===== src/rtl/irq_vec_pkg.sv =====
package irq_vec_pkg;
  // Bits needed to number the reset slot plus n_src interrupt slots.
  function automatic int idx_width(input int n_src);
    return (n_src + 1 <= 2) ? 1 : $clog2(n_src + 1);
  endfunction
endpackage


===== src/rtl/irq_edge_latch.sv =====
module irq_edge_latch #(
  parameter int W = 9
) (
  input  logic         clk,
  input  logic         rst_n,
  input  logic [W-1:0] req,
  input  logic [W-1:0] clr,
  output logic [W-1:0] pend
);
  logic [W-1:0] req_q;

  for (genvar g = 0; g < W; g++) begin : g_bit
    always_ff @(posedge clk) begin
      if (!rst_n) begin
        req_q[g] <= 1'b0;
        pend[g]  <= 1'b0;
      end else begin
        req_q[g] <= req[g];
        // A new edge in the acceptance cycle survives the clear.
        if (req[g] && !req_q[g]) pend[g] <= 1'b1;
        else if (clr[g])         pend[g] <= 1'b0;
      end
    end
  end
endmodule


===== src/rtl/irq_region_gate.sv =====
module irq_region_gate #(
  parameter int              PC_W       = 13,
  parameter logic [PC_W-1:0] BOOT_START = '1
) (
  input  logic            lock,
  input  logic [PC_W-1:0] pc,
  output logic            block
);
  always_comb block = lock && (pc >= BOOT_START);
endmodule


===== src/rtl/irq_prio_pick.sv =====
module irq_prio_pick #(
  parameter int W     = 9,
  parameter int IDX_W = 4
) (
  input  logic [W-1:0]     cand,
  output logic             any,
  output logic [IDX_W-1:0] idx
);
  // Scan from the top down so the lowest set slot is written last.
  always_comb begin
    idx = '0;
    for (int i = W - 1; i >= 0; i--) begin
      if (cand[i]) idx = IDX_W'(i);
    end
    any = |cand;
  end
endmodule


===== src/rtl/irq_offer_stage.sv =====
module irq_offer_stage #(
  parameter int W     = 9,
  parameter int IDX_W = 4
) (
  input  logic             clk,
  input  logic             rst_n,
  input  logic [W-1:0]     cand,
  input  logic             any,
  input  logic [IDX_W-1:0] pick_idx,
  input  logic             ready,
  input  logic             restore,
  output logic             valid,
  output logic [IDX_W-1:0] idx,
  output logic [W-1:0]     clr,
  output logic [W-1:0]     ack,
  output logic             gie
);
  logic fire;
  logic preempt;
  logic [W-1:0] win_hot;

  always_comb begin
    fire    = valid && ready;
    preempt = valid && !fire && cand[0] && (idx != '0);
    win_hot = W'(1) << idx;
    clr     = fire ? win_hot : '0;
  end

  always_ff @(posedge clk) begin
    if (!rst_n) begin
      valid <= 1'b0;
      idx   <= '0;
      ack   <= '0;
      gie   <= 1'b0;
    end else begin
      ack <= fire ? win_hot : '0;
      if (fire) begin
        valid <= 1'b0;
      end else if (!valid && any) begin
        valid <= 1'b1;
        idx   <= pick_idx;
      end else if (preempt) begin
        idx <= '0;
      end
      if (fire)         gie <= 1'b0;
      else if (restore) gie <= 1'b1;
    end
  end
endmodule


===== src/rtl/irq_vector_arbiter.sv =====
module irq_vector_arbiter
  import irq_vec_pkg::*;
#(
  parameter int              NUM_SRC    = 8,
  parameter int              PC_W       = 13,
  parameter logic [PC_W-1:0] VEC_BASE   = '0,
  parameter logic [PC_W-1:0] BOOT_START = 13'h1C00,
  localparam int             W          = NUM_SRC + 1,
  localparam int             IDX_W      = idx_width(NUM_SRC)
) (
  input  logic               clk,
  input  logic               rst_n,
  input  logic               reset_req,
  input  logic [NUM_SRC-1:0] irq_req,
  input  logic [NUM_SRC-1:0] irq_en,
  input  logic               gie_restore,
  input  logic               boot_lock,
  input  logic [PC_W-1:0]    pc,
  output logic               vec_valid,
  input  logic               vec_ready,
  output logic [IDX_W-1:0]   vec_idx,
  output logic [PC_W-1:0]    vec_addr,
  output logic [NUM_SRC-1:0] irq_ack,
  output logic               rst_ack,
  output logic               gie
);
  logic [W-1:0]     pend;
  logic [W-1:0]     clr;
  logic [W-1:0]     ack;
  logic [W-1:0]     cand;
  logic             block;
  logic             any;
  logic [IDX_W-1:0] pick_idx;

  irq_edge_latch #(.W(W)) u_latch (
    .clk  (clk),
    .rst_n(rst_n),
    .req  ({irq_req, reset_req}),
    .clr  (clr),
    .pend (pend)
  );

  irq_region_gate #(.PC_W(PC_W), .BOOT_START(BOOT_START)) u_gate (
    .lock (boot_lock),
    .pc   (pc),
    .block(block)
  );

  // Slot 0 ignores every mask; interrupt slots need enable, gie and no lock.
  always_comb begin
    cand[0] = pend[0];
    cand[W-1:1] = pend[W-1:1] & irq_en & {NUM_SRC{gie && !block}};
  end

  irq_prio_pick #(.W(W), .IDX_W(IDX_W)) u_pick (
    .cand(cand),
    .any (any),
    .idx (pick_idx)
  );

  irq_offer_stage #(.W(W), .IDX_W(IDX_W)) u_offer (
    .clk     (clk),
    .rst_n   (rst_n),
    .cand    (cand),
    .any     (any),
    .pick_idx(pick_idx),
    .ready   (vec_ready),
    .restore (gie_restore),
    .valid   (vec_valid),
    .idx     (vec_idx),
    .clr     (clr),
    .ack     (ack),
    .gie     (gie)
  );

  always_comb begin
    vec_addr = VEC_BASE + (PC_W'(vec_idx) << 1);
    rst_ack  = ack[0];
    irq_ack  = ack[W-1:1];
  end
endmodule


===== config.mk =====
export PLATFORM = sky130hd
export DESIGN_NAME = irq_vector_arbiter
export DESIGN_NICKNAME = d
export VERILOG_FILES = /design/src/rtl/irq_vec_pkg.sv /design/src/rtl/irq_edge_latch.sv /design/src/rtl/irq_region_gate.sv /design/src/rtl/irq_prio_pick.sv /design/src/rtl/irq_offer_stage.sv /design/src/rtl/irq_vector_arbiter.sv
export SDC_FILE = /design/constraint.sdc
export NUM_CORES = 1
export LEC_CHECK = 0
export BUFFER_PORTS_ARGS = -buffer_cell sky130_fd_sc_hd__buf_2
export CAP_MARGIN = 30
export CORE_ASPECT_RATIO = 1.25
export CORE_MARGIN = 2
export CORE_UTILIZATION = 35
export DETAILED_ROUTE_END_ITERATION = 8
export GPL_ROUTABILITY_DRIVEN = 0
export GPL_TIMING_DRIVEN = 0
export PLACE_DENSITY_LB_ADDON = 0.05
export SYNTH_ARGS = -nofsm -noshare
export SYNTH_HDL_FRONTEND = slang
export SYNTH_SLANG_ARGS = --single-unit

===== constraint.sdc =====
create_clock -name clk -period 4.5 [get_ports clk]
set_clock_uncertainty 0.05 [all_clocks]
set_input_delay 0.9 -clock clk [delete_from_list [all_inputs] [get_ports clk]]
set_output_delay 0.9 -clock clk [all_outputs]
set_load 0.03 [all_outputs]

* Word level (Yosys, flattened, before mapping)
Index checks and enable logic that the tools add are counted.
** Operators by class
- $lt $le $gt $ge :: 1
- Shift-type cells :: 1
- Mux-type cells :: 30
- Bitwise gates (word level) :: 4
- Reduce and logical (&&, ||, !) cells :: 42
** Operator list (number)
- $mux 4 :: 11
- $reduce_bool 2->1 :: 10
- $mux 1 :: 18
- $and 8x8->8 :: 2
- $logic_and 1x1->1 :: 16
- $ge 13x13->1 const B :: 1
- $logic_not 1->1 :: 12
- $mux 9 :: 1
- $reduce_or 9->1 :: 1
- $shl 1x4->9 const A :: 1
- $reduce_bool 4->1 :: 1
- $not 1->1 :: 2
- $reduce_and 2->1 :: 1
- $reduce_or 2->1 :: 1
** Word-level totals
- Bits in registers :: 33
- Input bits :: 35
- Output and inout bits :: 28
- Word-level logic and storage cells :: 100

* Longest topological paths before layout
- Word-level depth :: 15
- Gate-level depth with buffers :: 5
- Depth with buffers taken out :: 4

* Hierarchy
Synthesis repeated with hierarchy kept, for this count alone.
** Second synthesis, totals
- Cells, all modules :: 154
- Area, all modules :: 1483.9 um^2
** Modules (own cells, without submodules)
- irq_edge_latch :: instances 1, cells an instance 55, area an instance 611.8 um^2, seq. area each 360.3 um^2
- irq_offer_stage :: instances 1, cells an instance 62, area an instance 585.6 um^2, seq. area each 300.3 um^2
- irq_vector_arbiter :: instances 1, cells an instance 22, area an instance 181.4 um^2, seq. area each 0.0 um^2
- irq_prio_pick :: instances 1, cells an instance 14, area an instance 96.3 um^2, seq. area each 0.0 um^2
- irq_region_gate :: instances 1, cells an instance 1, area an instance 8.8 um^2, seq. area each 0.0 um^2

* Worst setup path before layout
No wires, ideal clock.
- Path kind :: input port to flip-flop
- Start :: in irq_en[0]
- End :: reg u_offer.valid
- Setup time :: 122 ps
- Arrival :: 1896 ps
- Data required time :: 4328 ps
- Slack :: 2433 ps
- Stages :: 4
- Buffers on the path :: 0
- Cells stage by stage :: a222oi_1 -> and4_4 -> nor2_1 -> o311a_1
** On the way
- Longest elaborated chain between the ends :: 4
** RTL lines
- from (decl) :: RTL line irq_vector_arbiter.sv:15 : input logic [NUM_SRC-1:0] irq_en,
- $and 8x8->8 (2 in series) :: RTL line irq_vector_arbiter.sv:52 : cand[W-1:1] = pend[W-1:1] & irq_en & {NUM_SRC{gie && !block}};
- $reduce_or 9->1 :: RTL line irq_prio_pick.sv:15 : any = |cand;
- $logic_and 1x1->1 :: RTL line irq_offer_stage.sv:39 : end else if (!valid && any) begin
- to (signal assigned) :: RTL line irq_offer_stage.sv:31 : valid <= 1'b0;
- to (signal assigned) :: RTL line irq_offer_stage.sv:38 : valid <= 1'b0;
- to (signal assigned) :: RTL line irq_offer_stage.sv:40 : valid <= 1'b1;
- to (decl) :: RTL line irq_offer_stage.sv:12 : output logic valid,
No other way between the ends.
A chain may end at the register's enable or synchronous reset.

* Final worst setup path
- Start :: in irq_en[0]
- End :: reg u_offer.idx[3]
** On the way
- Longest elaborated chain between the ends :: 6
- Elaborated cells on any way between the ends :: 9
- Those cells by class :: 3 x mux; 2 x bitwise; 4 x reduce/logical
** RTL lines
- $and 8x8->8 (*) (2 in series) :: RTL line irq_vector_arbiter.sv:52
- $reduce_or 9->1 :: RTL line irq_prio_pick.sv:15
- $logic_and 1x1->1 :: RTL line irq_offer_stage.sv:39
- $reduce_bool 2->1 (no source line)
- $reduce_and 2->1 (no source line)
- to (signal assigned) :: RTL line irq_offer_stage.sv:41 : idx <= pick_idx;
- to (decl) :: RTL line irq_offer_stage.sv:13 : output logic [IDX_W-1:0] idx,
Mark *: on every way between the ends. The rest lies on a longest branch, timed or not.

==> results.md <==
STA:
- The hold violation count in the final report is 0.
- After layout, the minimum clock period comes to 2.03 ns.
- Setup violations remaining at the end of the flow were counted as 0.
- The tightest hold path in the finished design has a slack of 0.432 ns.
- The worst path uses 45.1% of the clock period.
- For the final routed database, the setup TNS stands at 0 ns.
- The number of max-slew violations in the final report came to 0.
- Setup repair after global routing left no endpoint under its margin.
- Derived from the worst setup path, the maximum achievable clock frequency is 0.492 GHz.

Logic synthesis:
- The share of the Yosys chip area taken by registers is 48.8%.
- Ranked by total cell area, the synthesized netlist is headed by sky130_fd_sc_hd__dfxtp_1 49%, sky130_fd_sc_hd__buf_4 7.2%, sky130_fd_sc_hd__nand2b_1 5.1%.
- The synthesized netlist contains 39 unique library cells.
- The average cell area after synthesis is 9.40 um2.
- The synthesized netlist cell count is 144.
- The number of synthesized flops with an enable pin is 0.
- The total of flip-flops plus latches after synthesis is 33.
- The fraction of registers with async set/reset is 0%.
- The netlist area before placement is 1350 um2.
- The largest area contributor in the synthesized netlist is sky130_fd_sc_hd__dfxtp_1.
- For this run, the number of Yosys warnings is 0.
- The share of the synthesized area in the top cell type is 48.8%.
- The most used flip-flop cell after synthesis is sky130_fd_sc_hd__dfxtp_1.

Clocking:
- The maximum clock path buffer count is 2.
- The post-cts repair resize count is 0.
- Once the clock tree was built, the setup fixing pass inserted 0 buffers.
- Clock tree synthesis inserted a total of 5 buffers.
- The clock reaches the later pin of the worst-skew pair after 0.28 ns.
- The number of sinks driven by the clock tree is 33.
- The TritonCTS clock tree is done.
- The clock transition time at the flip-flop clock pins of the worst setup and hold paths is 0.07 ns.
- The clock tree synthesis step divided the H-tree into 2 levels.
- The CTS root buffer is sky130_fd_sc_hd__clkbuf_8.
- Hold repair after CTS inserted 0 buffers.

Critical path:
- The type of the worst setup path is primary input to register.
- Data on the critical path is required at its endpoint by 4.68 ns.
- Walking the worst path, the cells encountered are buf_2, a222oi_1, nand3_1, a2111oi_1, a31o_1.
- The source of the worst register-to-register timing path is u_latch.pend[2].
- The critical path data arrival time is 2.21 ns.
- Measured in cells, the most critical reg-to-reg path has a length of 4.
- On the critical path, the stage with the largest delay is an instance of sky130_fd_sc_hd__a222oi_1.
- For flop-to-flop paths, the worst setup slack is 2.87 ns.
- Of all nets on the critical path, the largest fanout is 3.
- STA classifies the critical path endpoint as a register.
- The kind of start point of the critical path is a primary input.
- The category of cells accounting for the largest share of critical-path delay is compound AO/OA/AOI/OAI gates.
- The endpoint of the worst register-to-register path is u_offer.idx[3].
- Together, buffers and inverters on the worst path number 1.
- The critical path depth in cells is 5.
- The delay contributed by the slowest stage of the critical path is 0.49 ns.

Global route:
- The via count of the first global-routing pass is 1111.
- The total grt overflow is 0.
- The number of antenna violations at the first check in global routing was 0.
- The wire length of the first global-routing pass is 4.97 mm.
- Entering global routing, the biggest net connects 11 pins.
- Global routing consumed, over all layers together, 15.8% of the routing resources.

Route:
- Summing over every cut layer, the via total after detailed routing is 1189.
- The detailed router's first-iteration violation count is 28.
- The first detailed-routing pass took 5 iterations.
- The via density per instance is 4.89.
- After detailed routing, the average wire length per cell comes to 12.5 um.
- For this run, design rule violations remaining after detail routing come to 0.
- The number of nets with antenna violations after routing is 0.
- The total detailed-routing wirelength is 3.05 mm.

Pwr:
- For this design the static power due to leakage is 0.000813 uW.
- The maximum ir drop on the vdd rail is 0.163 mV.
- Total power for the finished layout comes to 618 uW.
- The areal power density over the cells is 357 nW/um2.

Floorplan:
- The top-level I/O count is 63.
- The die is 73.5 um tall.
- The die is 59.6 um wide.
- The effective utilization at floorplan is 36.1%.
- The total area inside the core boundary comes to 3750 um2.
- The area enclosed by the die boundary is 4380 um2.
- The initialized floorplan defines 25 standard-cell rows.

Cells and area:
- The final-stage net count is 237.
- Fill cells in the final layout number 394.
- In the final layout, the share of cells above drive strength 1 is 33.0%.
- The antenna cell count is 0.
- Compared with the post-synthesis result, the final layout area differs by 27.9%.

Min path:
- The worst hold path passes through 2 cells.
- The end of the worst hold path is u_latch.pend[3].
- In this run the most critical hold path is launched from u_latch.req_q[3].
- The class of the tightest hold or removal check is register to register.

Outcome:
- The flow ran to the end, and the final reports show no timing, DRC or antenna violations.

Placement:
- The count of buffers added on input and output ports is 43.
- Summed over all nets, the half-perimeter wirelength after detailed placement is 2.33 mm.

Flow run:
- The max-cap violation count is 0.
## kinds of logic after synthesis
logic type / Yosys count / share of synthesized area (%)
flops: 33 / 48.8
buf+inv: 19 / 8.87
simple gates: 55 / 22.7
mux: 1 / 0.739
compound gates: 35 / 18.6
other cells: 1 / 0.277
## layout make-up
type                            count  area [um2]  share of cell area, %
Multi-Input combinational cell    100         603                   34.8
Tap cell                           40        50.0                   2.89
Clock inverter                      2        10.0                  0.578
Buffer                             17         113                   6.50
Inverter                            2        7.51                  0.434
Sequential cell                    33         661                   38.2
Timing Repair Buffer               43         215                   12.4
Clock buffer                        6        72.6                   4.19
## state kept, by name, summed over array words and instances, names as in the netlist
name,count
u_offer.idx,4
u_latch.req_q,9
u_latch.pend,9
u_offer.valid,1
u_offer.ack,9
u_offer.gie,1
## worst max path at each step
stage,from,endpoint,slack (ns)
final,irq_en[0],u_offer.idx[3],2.47
after detailed placement,irq_en[0],u_offer.idx[1],2.17
after global placement,irq_en[0],u_offer.valid,2.20
after global routing,irq_en[0],u_offer.idx[3],2.38
after floorplan,irq_en[0],u_offer.valid,2.43
after CTS,irq_en[0],u_offer.idx[1],2.46
## per-stage QoR
step	setup slack (ns)	util, %	cell area (um2)	cells
3_3_place_gp	2.20	43.9	1650	235
5_1_grt	2.38	46.1	1730	243
4_1_cts	2.46	46.1	1730	243
2_1_floorplan	2.43	-	1380	152
6_report	2.47	46.1	1730	243
3_5_place_dp	2.17	43.9	1650	235
## where the power goes
group,leakage [uW],switching (uW),total [uW],internal (uW)
Clock,0.0000450,106,213,107
Sequential,0.000272,9.53,315,306
Combinational,0.000497,51.9,90.4,38.5
## routing by layer
metal / wire [um] / part of all wire [%] / GRT usage, % / up-vias
li1: - / - / - / 607
met1: 1350 / 44 / 18.6 / 526
met2: 1430 / 47 / 24.3 / 49
met3: 193 / 6.3 / 5.11 / 7
met4: 69 / 2.3 / 10.1 / 0
met5: 0 / 0 / 0 / -
## cell usage after synthesis (all sizes together), types with 2 or more instances
master   number
dfxtp        33
buf          13
nand2b       11
nand2        10
nor2         10
and2          9
a21oi         8
o21ai         5
clkbuf        4
o31ai         4
a22oi         3
a31oi         2
a32o          2
inv           2
nand4b        2
nor2b         2
o2111ai       2
o21a          2
or2           2
## worst register-to-register path, stage by stage, from the launching register on
cell	delay (ns)
sky130_fd_sc_hd__dfxtp_1	0.34
sky130_fd_sc_hd__a222oi_1	0.48
sky130_fd_sc_hd__nand3_1	0.14
sky130_fd_sc_hd__a2111oi_1	0.41
sky130_fd_sc_hd__a31o_1	0.16
## cells in the final DEF, fill, tap and decap left out, types with 3 or more instances in the layout
master / synthesis / routed
sky130_fd_sc_hd__dfxtp_1: 33 / 33
sky130_fd_sc_hd__nand2_1: 10 / 10
sky130_fd_sc_hd__a21oi_1: 8 / 8
sky130_fd_sc_hd__conb_1: 1 / 9
sky130_fd_sc_hd__o31ai_1: 4 / 4
sky130_fd_sc_hd__nand2b_1: 11 / 11
sky130_fd_sc_hd__buf_2: 0 / 43
sky130_fd_sc_hd__a22oi_1: 3 / 3
sky130_fd_sc_hd__buf_4: 13 / 13
sky130_fd_sc_hd__clkbuf_1: 4 / 5
sky130_fd_sc_hd__nor2_1: 10 / 10
sky130_fd_sc_hd__o21ai_0: 5 / 5
sky130_fd_sc_hd__clkbuf_8: 0 / 5
sky130_fd_sc_hd__and2_1: 9 / 9
Power figures use the tool's default switching activity.
